===== src/rtl/cyc_tx_pkg.sv =====
package cyc_tx_pkg;
  localparam int CMD_RST = 0;
  localparam int CMD_END = 1;
  localparam int CMD_GO  = 3;
  localparam int CMD_REP = 5;
  localparam int ST_DONE = 6;

  typedef enum logic [1:0] {MD_IDLE = 2'd0, MD_ONCE = 2'd1, MD_LOOP = 2'd2} tx_mode_e;

  // Pick the sending mode from a start command.
  function automatic tx_mode_e pick_mode(input logic [7:0] c, input logic dma);
    return (c[CMD_REP] && (c[CMD_END] || dma)) ? MD_LOOP : MD_ONCE;
  endfunction

  // True when the pointer addresses the final stored byte.
  function automatic logic at_last(input int unsigned ptr, input int unsigned cnt);
    return (ptr + 1) == cnt;
  endfunction
endpackage


===== src/rtl/cyc_tx_store.sv =====
module cyc_tx_store #(
  parameter int DEPTH = 32,
  parameter int W     = 8,
  localparam int PW   = (DEPTH > 1) ? $clog2(DEPTH) : 1,
  localparam int CW   = $clog2(DEPTH + 1)
) (
  input  logic          clk,
  input  logic          rst_n,
  input  logic          push,
  input  logic [W-1:0]  din,
  input  logic          flush,
  input  logic [PW-1:0] rd_ptr,
  output logic [W-1:0]  rd_byte,
  output logic [CW-1:0] count
);
  logic [W-1:0] mem [DEPTH];

  always_ff @(posedge clk) begin
    if (push) mem[count[PW-1:0]] <= din;
  end

  always_ff @(posedge clk or negedge rst_n) begin
    if (!rst_n)     count <= '0;
    else if (flush) count <= '0;
    else if (push)  count <= count + CW'(1);
  end

  assign rd_byte = mem[rd_ptr];
endmodule


===== src/rtl/cyc_tx_seq.sv =====
module cyc_tx_seq
  import cyc_tx_pkg::*;
#(
  parameter int DEPTH = 32,
  localparam int PW   = (DEPTH > 1) ? $clog2(DEPTH) : 1,
  localparam int CW   = $clog2(DEPTH + 1)
) (
  input  logic          clk,
  input  logic          rst_n,
  input  logic          start,
  input  tx_mode_e      start_mode,
  input  logic          halt,
  input  logic [CW-1:0] count,
  output logic [PW-1:0] rd_ptr,
  output logic [2:0]    bit_idx,
  output logic          busy,
  output logic          pass_end,
  output logic          wrap
);
  tx_mode_e mode;
  logic     byte_done, last_byte;

  assign busy      = (mode != MD_IDLE);
  assign byte_done = busy && (bit_idx == 3'd7);
  assign last_byte = at_last(int'(rd_ptr), int'(count));
  assign pass_end  = byte_done && last_byte && (mode == MD_ONCE) && !halt;
  assign wrap      = byte_done && last_byte && (mode == MD_LOOP) && !halt;

  always_ff @(posedge clk or negedge rst_n) begin
    if (!rst_n) begin
      mode    <= MD_IDLE;
      rd_ptr  <= '0;
      bit_idx <= '0;
    end else if (halt) begin
      mode    <= MD_IDLE;
      rd_ptr  <= '0;
      bit_idx <= '0;
    end else if (start) begin
      mode    <= start_mode;
      rd_ptr  <= '0;
      bit_idx <= '0;
    end else if (busy) begin
      bit_idx <= bit_idx + 3'd1;
      if (byte_done) begin
        if (pass_end) begin
          mode   <= MD_IDLE;
          rd_ptr <= '0;
        end else if (wrap) begin
          rd_ptr <= '0;
        end else begin
          rd_ptr <= rd_ptr + PW'(1);
        end
      end
    end
  end
endmodule


===== src/rtl/cyc_tx_flag.sv =====
module cyc_tx_flag (
  input  logic clk,
  input  logic rst_n,
  input  logic set,
  input  logic clr,
  output logic flag
);
  always_ff @(posedge clk or negedge rst_n) begin
    if (!rst_n)   flag <= 1'b0;
    else if (set) flag <= 1'b1;
    else if (clr) flag <= 1'b0;
  end
endmodule


===== src/rtl/cyc_tx_top.sv =====
module cyc_tx_top
  import cyc_tx_pkg::*;
#(
  parameter int DEPTH = 32,
  localparam int PW   = (DEPTH > 1) ? $clog2(DEPTH) : 1,
  localparam int CW   = $clog2(DEPTH + 1)
) (
  input  logic       clk,
  input  logic       rst_n,
  input  logic       wr_en,
  input  logic [7:0] wr_data,
  input  logic       cmd_en,
  input  logic [7:0] cmd_data,
  input  logic       dma_mode,
  input  logic       stat_ack,
  output logic [7:0] status,
  output logic       irq,
  output logic       txd
);
  // Named internal events, also observed by the bound checker.
  logic          halt_cmd, start_ev, wr_accept, flush, busy, pass_end, wrap, done_flag;
  logic [CW-1:0] fifo_cnt;
  logic [PW-1:0] rd_ptr;
  logic [2:0]    bit_idx;
  logic [7:0]    rd_byte;

  assign halt_cmd  = cmd_en && cmd_data[CMD_RST];
  assign start_ev  = cmd_en && cmd_data[CMD_GO] && !halt_cmd && !busy && (fifo_cnt != '0);
  assign wr_accept = wr_en && !busy && !start_ev && !halt_cmd && (fifo_cnt < CW'(DEPTH));
  assign flush     = halt_cmd || pass_end;

  cyc_tx_store #(.DEPTH(DEPTH), .W(8)) u_store (
    .clk(clk), .rst_n(rst_n), .push(wr_accept), .din(wr_data),
    .flush(flush), .rd_ptr(rd_ptr), .rd_byte(rd_byte), .count(fifo_cnt)
  );

  cyc_tx_seq #(.DEPTH(DEPTH)) u_seq (
    .clk(clk), .rst_n(rst_n), .start(start_ev),
    .start_mode(pick_mode(cmd_data, dma_mode)), .halt(halt_cmd),
    .count(fifo_cnt), .rd_ptr(rd_ptr), .bit_idx(bit_idx),
    .busy(busy), .pass_end(pass_end), .wrap(wrap)
  );

  cyc_tx_flag u_flag (
    .clk(clk), .rst_n(rst_n), .set(pass_end), .clr(stat_ack), .flag(done_flag)
  );

  assign txd    = busy ? rd_byte[bit_idx] : 1'b1;
  assign irq    = done_flag;
  assign status = 8'(done_flag) << ST_DONE;
endmodule


===== config.mk =====
export PLATFORM = sky130hd
export DESIGN_NAME = cyc_tx_top
export DESIGN_NICKNAME = d
export VERILOG_FILES = /design/src/rtl/cyc_tx_pkg.sv /design/src/rtl/cyc_tx_store.sv /design/src/rtl/cyc_tx_seq.sv /design/src/rtl/cyc_tx_flag.sv /design/src/rtl/cyc_tx_top.sv
export SDC_FILE = /design/constraint.sdc
export NUM_CORES = 1
export LEC_CHECK = 0
export BUFFER_PORTS_ARGS = -buffer_cell sky130_fd_sc_hd__clkbuf_2
export CAP_MARGIN = 20
export CORE_UTILIZATION = 55
export DETAILED_ROUTE_END_ITERATION = 10
export PLACE_DENSITY = 0.78
export SYNTH_ARGS = -nofsm -noshare
export SYNTH_HDL_FRONTEND = slang
export SYNTH_HIERARCHICAL = 1
export SYNTH_SLANG_ARGS = --single-unit

===== constraint.sdc =====
create_clock -name clk -period 3.7 [get_ports clk]
set_input_delay 0.185 -clock clk [delete_from_list [all_inputs] [get_ports clk]]
set_output_delay 0.185 -clock clk [all_outputs]
set_load 0.02 [all_outputs]

==> results of run 1 <==
## cell type report
type / count / area, µm² / share of cell area
sequential: 273 / 8120 / 0.641
multi-input combinational: 243 / 2840 / 0.224
clock buffer: 32 / 694 / 0.0548
timing repair buffer: 62 / 465 / 0.0367
tap: 265 / 332 / 0.0262
clock inverter: 18 / 198 / 0.0156
inverter: 7 / 26.3 / 0.00207
## where the power goes
| group | internal (mW) | switching [mW] | total [mW] |
|---|---|---|---|
| logic | 0.379 | 0.465 | 0.844 |
| clock network | 1.62 | 1.11 | 2.73 |
| registers | 3.47 | 0.0925 | 3.56 |
| total | 5.47 | 1.67 | 7.13 |
## metrics by stage
stage	cells	hold WS, ns
after detailed placement	847	0.151
final	900	0.0509
after global placement	847	0.132
after floorplan	559	-0.111
after global routing	900	0.0299
after CTS	900	0.0243
## sequential cells by signal (all words and copies together), names as in the netlist
signal / flops
u_store/mem: 256
u_store/count: 6
u_seq/rd_ptr: 5
u_seq/bit_idx: 3
u_seq/mode: 2
u_flag/flag: 1
## worst paths after layout
kind | start | end | slack [ns] | cells after the start
setup / recovery | u_seq/rd_ptr[1] | txd | 0.14 | 8
hold / removal | cmd_data[0] | u_seq/mode[0] | 0.05 | 4
max in group asynchronous | rst_n | u_seq/rd_ptr[1] | 3.23 | 2
min in group asynchronous | rst_n | u_flag/flag | 0.13 | 2
setup reg to reg | u_store/count[1] | u_store/mem[25][4] | 0.52 | 5
hold reg to reg | u_flag/flag | u_flag/flag | 0.55 | 1
## placed cells by master (no fill, tap or decap), types with 5 or more instances in the layout
master,n
sky130_fd_sc_hd__nand3_1,8
sky130_fd_sc_hd__ha_1,7
sky130_fd_sc_hd__clkbuf_16,27
sky130_fd_sc_hd__edfxtp_1,256
sky130_fd_sc_hd__clkbuf_1,5
sky130_fd_sc_hd__mux2i_1,6
sky130_fd_sc_hd__mux4_2,81
sky130_fd_sc_hd__conb_1,7
sky130_fd_sc_hd__buf_4,35
sky130_fd_sc_hd__nor3_1,10
sky130_fd_sc_hd__clkinv_2,6
sky130_fd_sc_hd__nand2_1,22
sky130_fd_sc_hd__nor2_1,38
sky130_fd_sc_hd__mux2_2,8
sky130_fd_sc_hd__xor2_1,6
sky130_fd_sc_hd__a21oi_1,8
sky130_fd_sc_hd__dfrtp_1,15
sky130_fd_sc_hd__inv_1,7
sky130_fd_sc_hd__clkbuf_2,20
## worst max-delay path, stage by stage, from the launching register on
cell and delay (ns):
sky130_fd_sc_hd__dfrtp_4 0.51, sky130_fd_sc_hd__buf_12 0.23, sky130_fd_sc_hd__mux4_2 0.58, sky130_fd_sc_hd__mux4_2 0.51, sky130_fd_sc_hd__mux2_2 0.29, sky130_fd_sc_hd__mux2i_1 0.18, sky130_fd_sc_hd__mux4_2 0.31, sky130_fd_sc_hd__nand2_1 0.06
sky130_fd_sc_hd__clkbuf_2 0.16
## per-layer routing
layer / part of all wire / up-vias
met1: 0.38 / 2919
met4: 0.032 / 0
met2: 0.52 / 237
met5: 0 / -
met3: 0.064 / 54
li1: - / 2358
## what timing repair did
action	CTS	global route
endpoints found under the hold margin	18	0
hold buffers	2	0
resized for setup	0	2
setup endpoints to repair	1	1
setup buffers	1	0
==> results.toml, run 1 <==
[grt]
grt_max_degree = 52
groute.layer.met1.usage = 0.317
grt_most_used_layer = "met2"
vias_in_the_first_global_route = 5705
number_of_antenna_violations_at_the_first_check_in_global_routing = 0
track_usage = 0.235
grt_first_pass_wirelength_um = 34600
gr-total-overflow = 0
globalRouteMet2Util = 0.396
met3_usage_grt = 0.0351

[place]
pre_cts_slack_ns = 0.536
placement.io_buffers = 20
dpl.hpwl_um = 13900
detailed_place.area_um2 = 11700
gpl.final_weighted_congestion = 0.815

[synth]
synthCells = 553
synth_area_um2 = 11200
ys.warnings.count = 6
syn-mean-instance-area_um2 = 20.2

[die]
placement_rows = 51
chipHeight_um = 144
die-area_um2 = 20900
die_w_um = 144
placeableCoreArea_um2 = 19700
design.portCount = 32
initial_standard_cell_utilization_of_the_core = 0.568

[timing]
setup_tns_ns = 0
clock-skew-final_ns = 0.00979
tmin_final_ns = 3.56
final_hold_viol_count = 0
finalSetupViolCount = 0
maxClockFrequency_mhz = 281
slew_violations = 0
tcrit_tclk_final = 0.961
slew-limit-headroom = 0.375
worstMarginPinSlew_ns = 0.937
rsz_0062_raised_after_global_routing = "false"
worst_slack_ns = 0.143

[route]
drt-pass1-iter-count = 4
ant_nets = 0
routed_wirelength_um = 22600
drc_errors = 0
dr.first_iter.drc_count = 532
route.detailed.vias_per_inst = 6.19
routedWlPerCell_um = 25.2
dr_total_vias = 5568

[setup_path]
worst_setup_path_end_kind = "output pin"
worst-path-max-fanout = 23
setup.worst_path.start_class = "flop"
worst-setup-path-type = "flop to output pin"
required_ns = 3.51
worst_ep_arrival_time_ns = 3.37

[cells_and_area]
n_fill_cell = 1308
number_of_nets_in_the_layout = 643
final_design_area_no_fill_um2 = 12700
num_antenna_cells = 0
final_core_utilization = 0.645
final_layout_size_suffix_gt1_frac = 0.318
area_growth_syn_to_fin_pct = 13.6

[run]
timing.max_cap.violations = 0

[clocking]
clock_path_buffers = 3
clock_sink_count = 273
clkTransAtPathRegs_ns = 0.06
clk-insertion-delay-late_ns = 0.53
htreeDepth = 1
cts_tree = "yes"
cts_made_buffers = 27
clock_root_buffer_master = "sky130_fd_sc_hd__clkbuf_16"

[pwr]
power.density_nw_per_um2 = 563
peakVddDrop_uv = 454
overall_power_mw = 7.13
leakage_nw = 4.13

[run_status]
status = "complete, no violations"

[hold_path]
tightest_hold_check_type = "primary input to flop"
(Power assumes the default switching activity.)
==> run 2: changes to the inputs <==
--- a/config.mk
+++ b/config.mk
@@ -7,9 +7,9 @@
 export LEC_CHECK = 0
 export BUFFER_PORTS_ARGS = -buffer_cell sky130_fd_sc_hd__clkbuf_2
 export CAP_MARGIN = 20
-export CORE_UTILIZATION = 55
+export CORE_UTILIZATION = 40
 export DETAILED_ROUTE_END_ITERATION = 10
-export PLACE_DENSITY = 0.78
+export PLACE_DENSITY = 0.61
 export SYNTH_ARGS = -nofsm -noshare
 export SYNTH_HDL_FRONTEND = slang
 export SYNTH_HIERARCHICAL = 1
==> results.toml, run 2 (synthesized netlist as in run 1, its figures left out) <==
[cells_and_area]
ff_latch_area_um2 = 8120
number_of_nets_in_the_layout = 648
final_layout_size_suffix_gt1_frac = 0.328
area_growth_syn_to_fin_pct = 15.8
final_common_cell = "sky130_fd_sc_hd__edfxtp_1"
final_core_utilization = 0.475
multi_input_comb_area_um2 = 2840
num_antenna_cells = 0
flip_flop_count_of_the_largest_register_after_layout = 256
finalNonFillerCells = 1013
final_cell_mix = "sky130_fd_sc_hd__edfxtp_1 (256), sky130_fd_sc_hd__mux4_2 (81), sky130_fd_sc_hd__nor2_1 (38), sky130_fd_sc_hd__buf_4 (38), sky130_fd_sc_hd__clkbuf_16 (29)"
n_fill_cell = 2283
final_design_area_no_fill_um2 = 12900

[pwr]
power.sequential.fraction = 0.492
power.density_nw_per_um2 = 564
peakVddDrop_uv = 410
overall_power_mw = 7.29
combinationalPowerShare = 0.113
pwr-share-clk = 0.396
cellInternalPower_mw = 5.59
netSwitchingFraction = 0.233
p_switching_mw = 1.70
leakage_nw = 4.18

[place]
gpl.final_weighted_congestion = 0.816
dpl.hpwl_um = 14600
placement.io_buffers = 20
detailed_place.area_um2 = 11900
post-place-cells = 957
pre_cts_slack_ns = 0.672

[setup_path]
worst_ep_arrival_time_ns = 3.38
rrSetupSlack_ns = 0.69
critical-path-slowest-cell = "sky130_fd_sc_hd__dfrtp_2"
worst_setup_path_end_kind = "output pin"
worst-path-max-fanout = 13
cp_common_cell = "sky130_fd_sc_hd__mux4_2"
required_ns = 3.51
setup.worst_path.start_class = "flop"
r2r-start = "u_store/count[0]"
critical_path.cell_chain = "buf_4, mux4_2, mux4_2, mux2_2, mux2i_1, mux4_2, nand2_1, clkbuf_2"
rr_worst_depth = 5
critical-path-max-stage-delay_ns = 0.68
rr_endpoint = "u_store/mem[27][3]"
worst-setup-path-type = "flop to output pin"

[hold_path]
hold_start = "cmd_data[1]"
min_path_cells = 5
worst_hold_path.endpoint = "u_seq/mode[1]"
tightest_hold_check_type = "primary input to flop"

[timing]
maxClockFrequency_mhz = 281
slew-limit-headroom = 0.325
slew_violations = 0
finalSetupViolCount = 0
clock-skew-final_ns = 0.0102
worstMarginPinSlew_ns = 1.01
rsz_0062_raised_after_global_routing = "false"
worst_slack_ns = 0.136
tcrit_tclk_final = 0.963
whs_ns = 0.0724
tmin_final_ns = 3.56
setup_tns_ns = 0
final_hold_viol_count = 0

[die]
die_w_um = 169
chipHeight_um = 169
initial_standard_cell_utilization_of_the_core = 0.410
design.portCount = 32
placement_rows = 60
die-area_um2 = 28600
placeableCoreArea_um2 = 27200

[route]
drt-pass1-iter-count = 4
routedWlPerCell_um = 22.5
routed_wirelength_um = 22800
drc_errors = 0
route.detailed.vias_per_inst = 5.32
ant_nets = 0
dr_total_vias = 5394
dr.first_iter.drc_count = 464

[grt]
globalRouteMet2Util = 0.285
groute.layer.met1.usage = 0.228
gr-total-overflow = 0
grt_first_pass_wirelength_um = 35300
vias_in_the_first_global_route = 5619
met3_usage_grt = 0.0253
grt_most_used_layer = "met2"
grt_max_degree = 33
number_of_antenna_violations_at_the_first_check_in_global_routing = 1
track_usage = 0.167

[clocking]
clock_path_buffers = 3
cts_resized = 0
clock_root_buffer_master = "sky130_fd_sc_hd__clkbuf_16"
clkTransAtPathRegs_ns = 0.06
cts_tree = "yes"
clock_sink_count = 273
clk-insertion-delay-late_ns = 0.53
htreeDepth = 1
cts_made_buffers = 28

[run_status]
status = "complete, no violations"

[run]
timing.max_cap.violations = 0
==> run 2: routing by layer <==
metal | part of all wire | vias up | routed length [µm]
li1 | - | 2370 | -
met1 | 0.43 | 2863 | 9820
met2 | 0.51 | 122 | 11600
met3 | 0.039 | 39 | 888
met4 | 0.020 | 0 | 452
met5 | 0 | - | 0
==> run 2: repair_timing <==
item	CTS	global route
hold buffers	4	0
setup buffers	0	0
setup endpoints to repair	0	0
hold endpoints to repair	19	0
==> run 2: how the worst max path moves through the flow <==
stage | startpoint | to | slack [ns] | depth (start not counted)
after floorplan | u_store/count[1] | u_store/mem[8][0] | 0.72 | 6
after global placement | u_seq/rd_ptr[1] | txd | 0.71 | 8
after detailed placement | u_seq/rd_ptr[2] | txd | 0.67 | 8
after CTS | u_seq/rd_ptr[2] | txd | 0.1 | 8
after global routing | u_seq/rd_ptr[1] | txd | 0.02 | 8
final | u_seq/rd_ptr[2] | txd | 0.14 | 8
==> run 2: layout make-up <==
class / instances / area share
Sequential cell: 273 / 0.628
Multi-Input combinational cell: 243 / 0.220
Clock buffer: 31 / 0.0583
Timing Repair Buffer: 66 / 0.0391
Tap cell: 372 / 0.0360
Clock inverter: 21 / 0.0165
Inverter: 7 / 0.00203
==> run 2: critical path, delay by kind of cell, from the launching register on <==
kind | cells | cell delay, ns
flops | 1 | 0.68
buf+inv | 2 | 0.49
mux | 5 | 1.60
simple gates | 1 | 0.07
==> run 2: power by group through the flow <==
stage,registers [mW],logic (mW),clock network (mW)
after floorplan,3.57,0.578,0
after global placement,3.64,0.807,0
after detailed placement,3.65,0.827,0
after CTS,3.58,0.835,2.95
after global routing,3.60,0.889,3.08
final,3.58,0.823,2.89
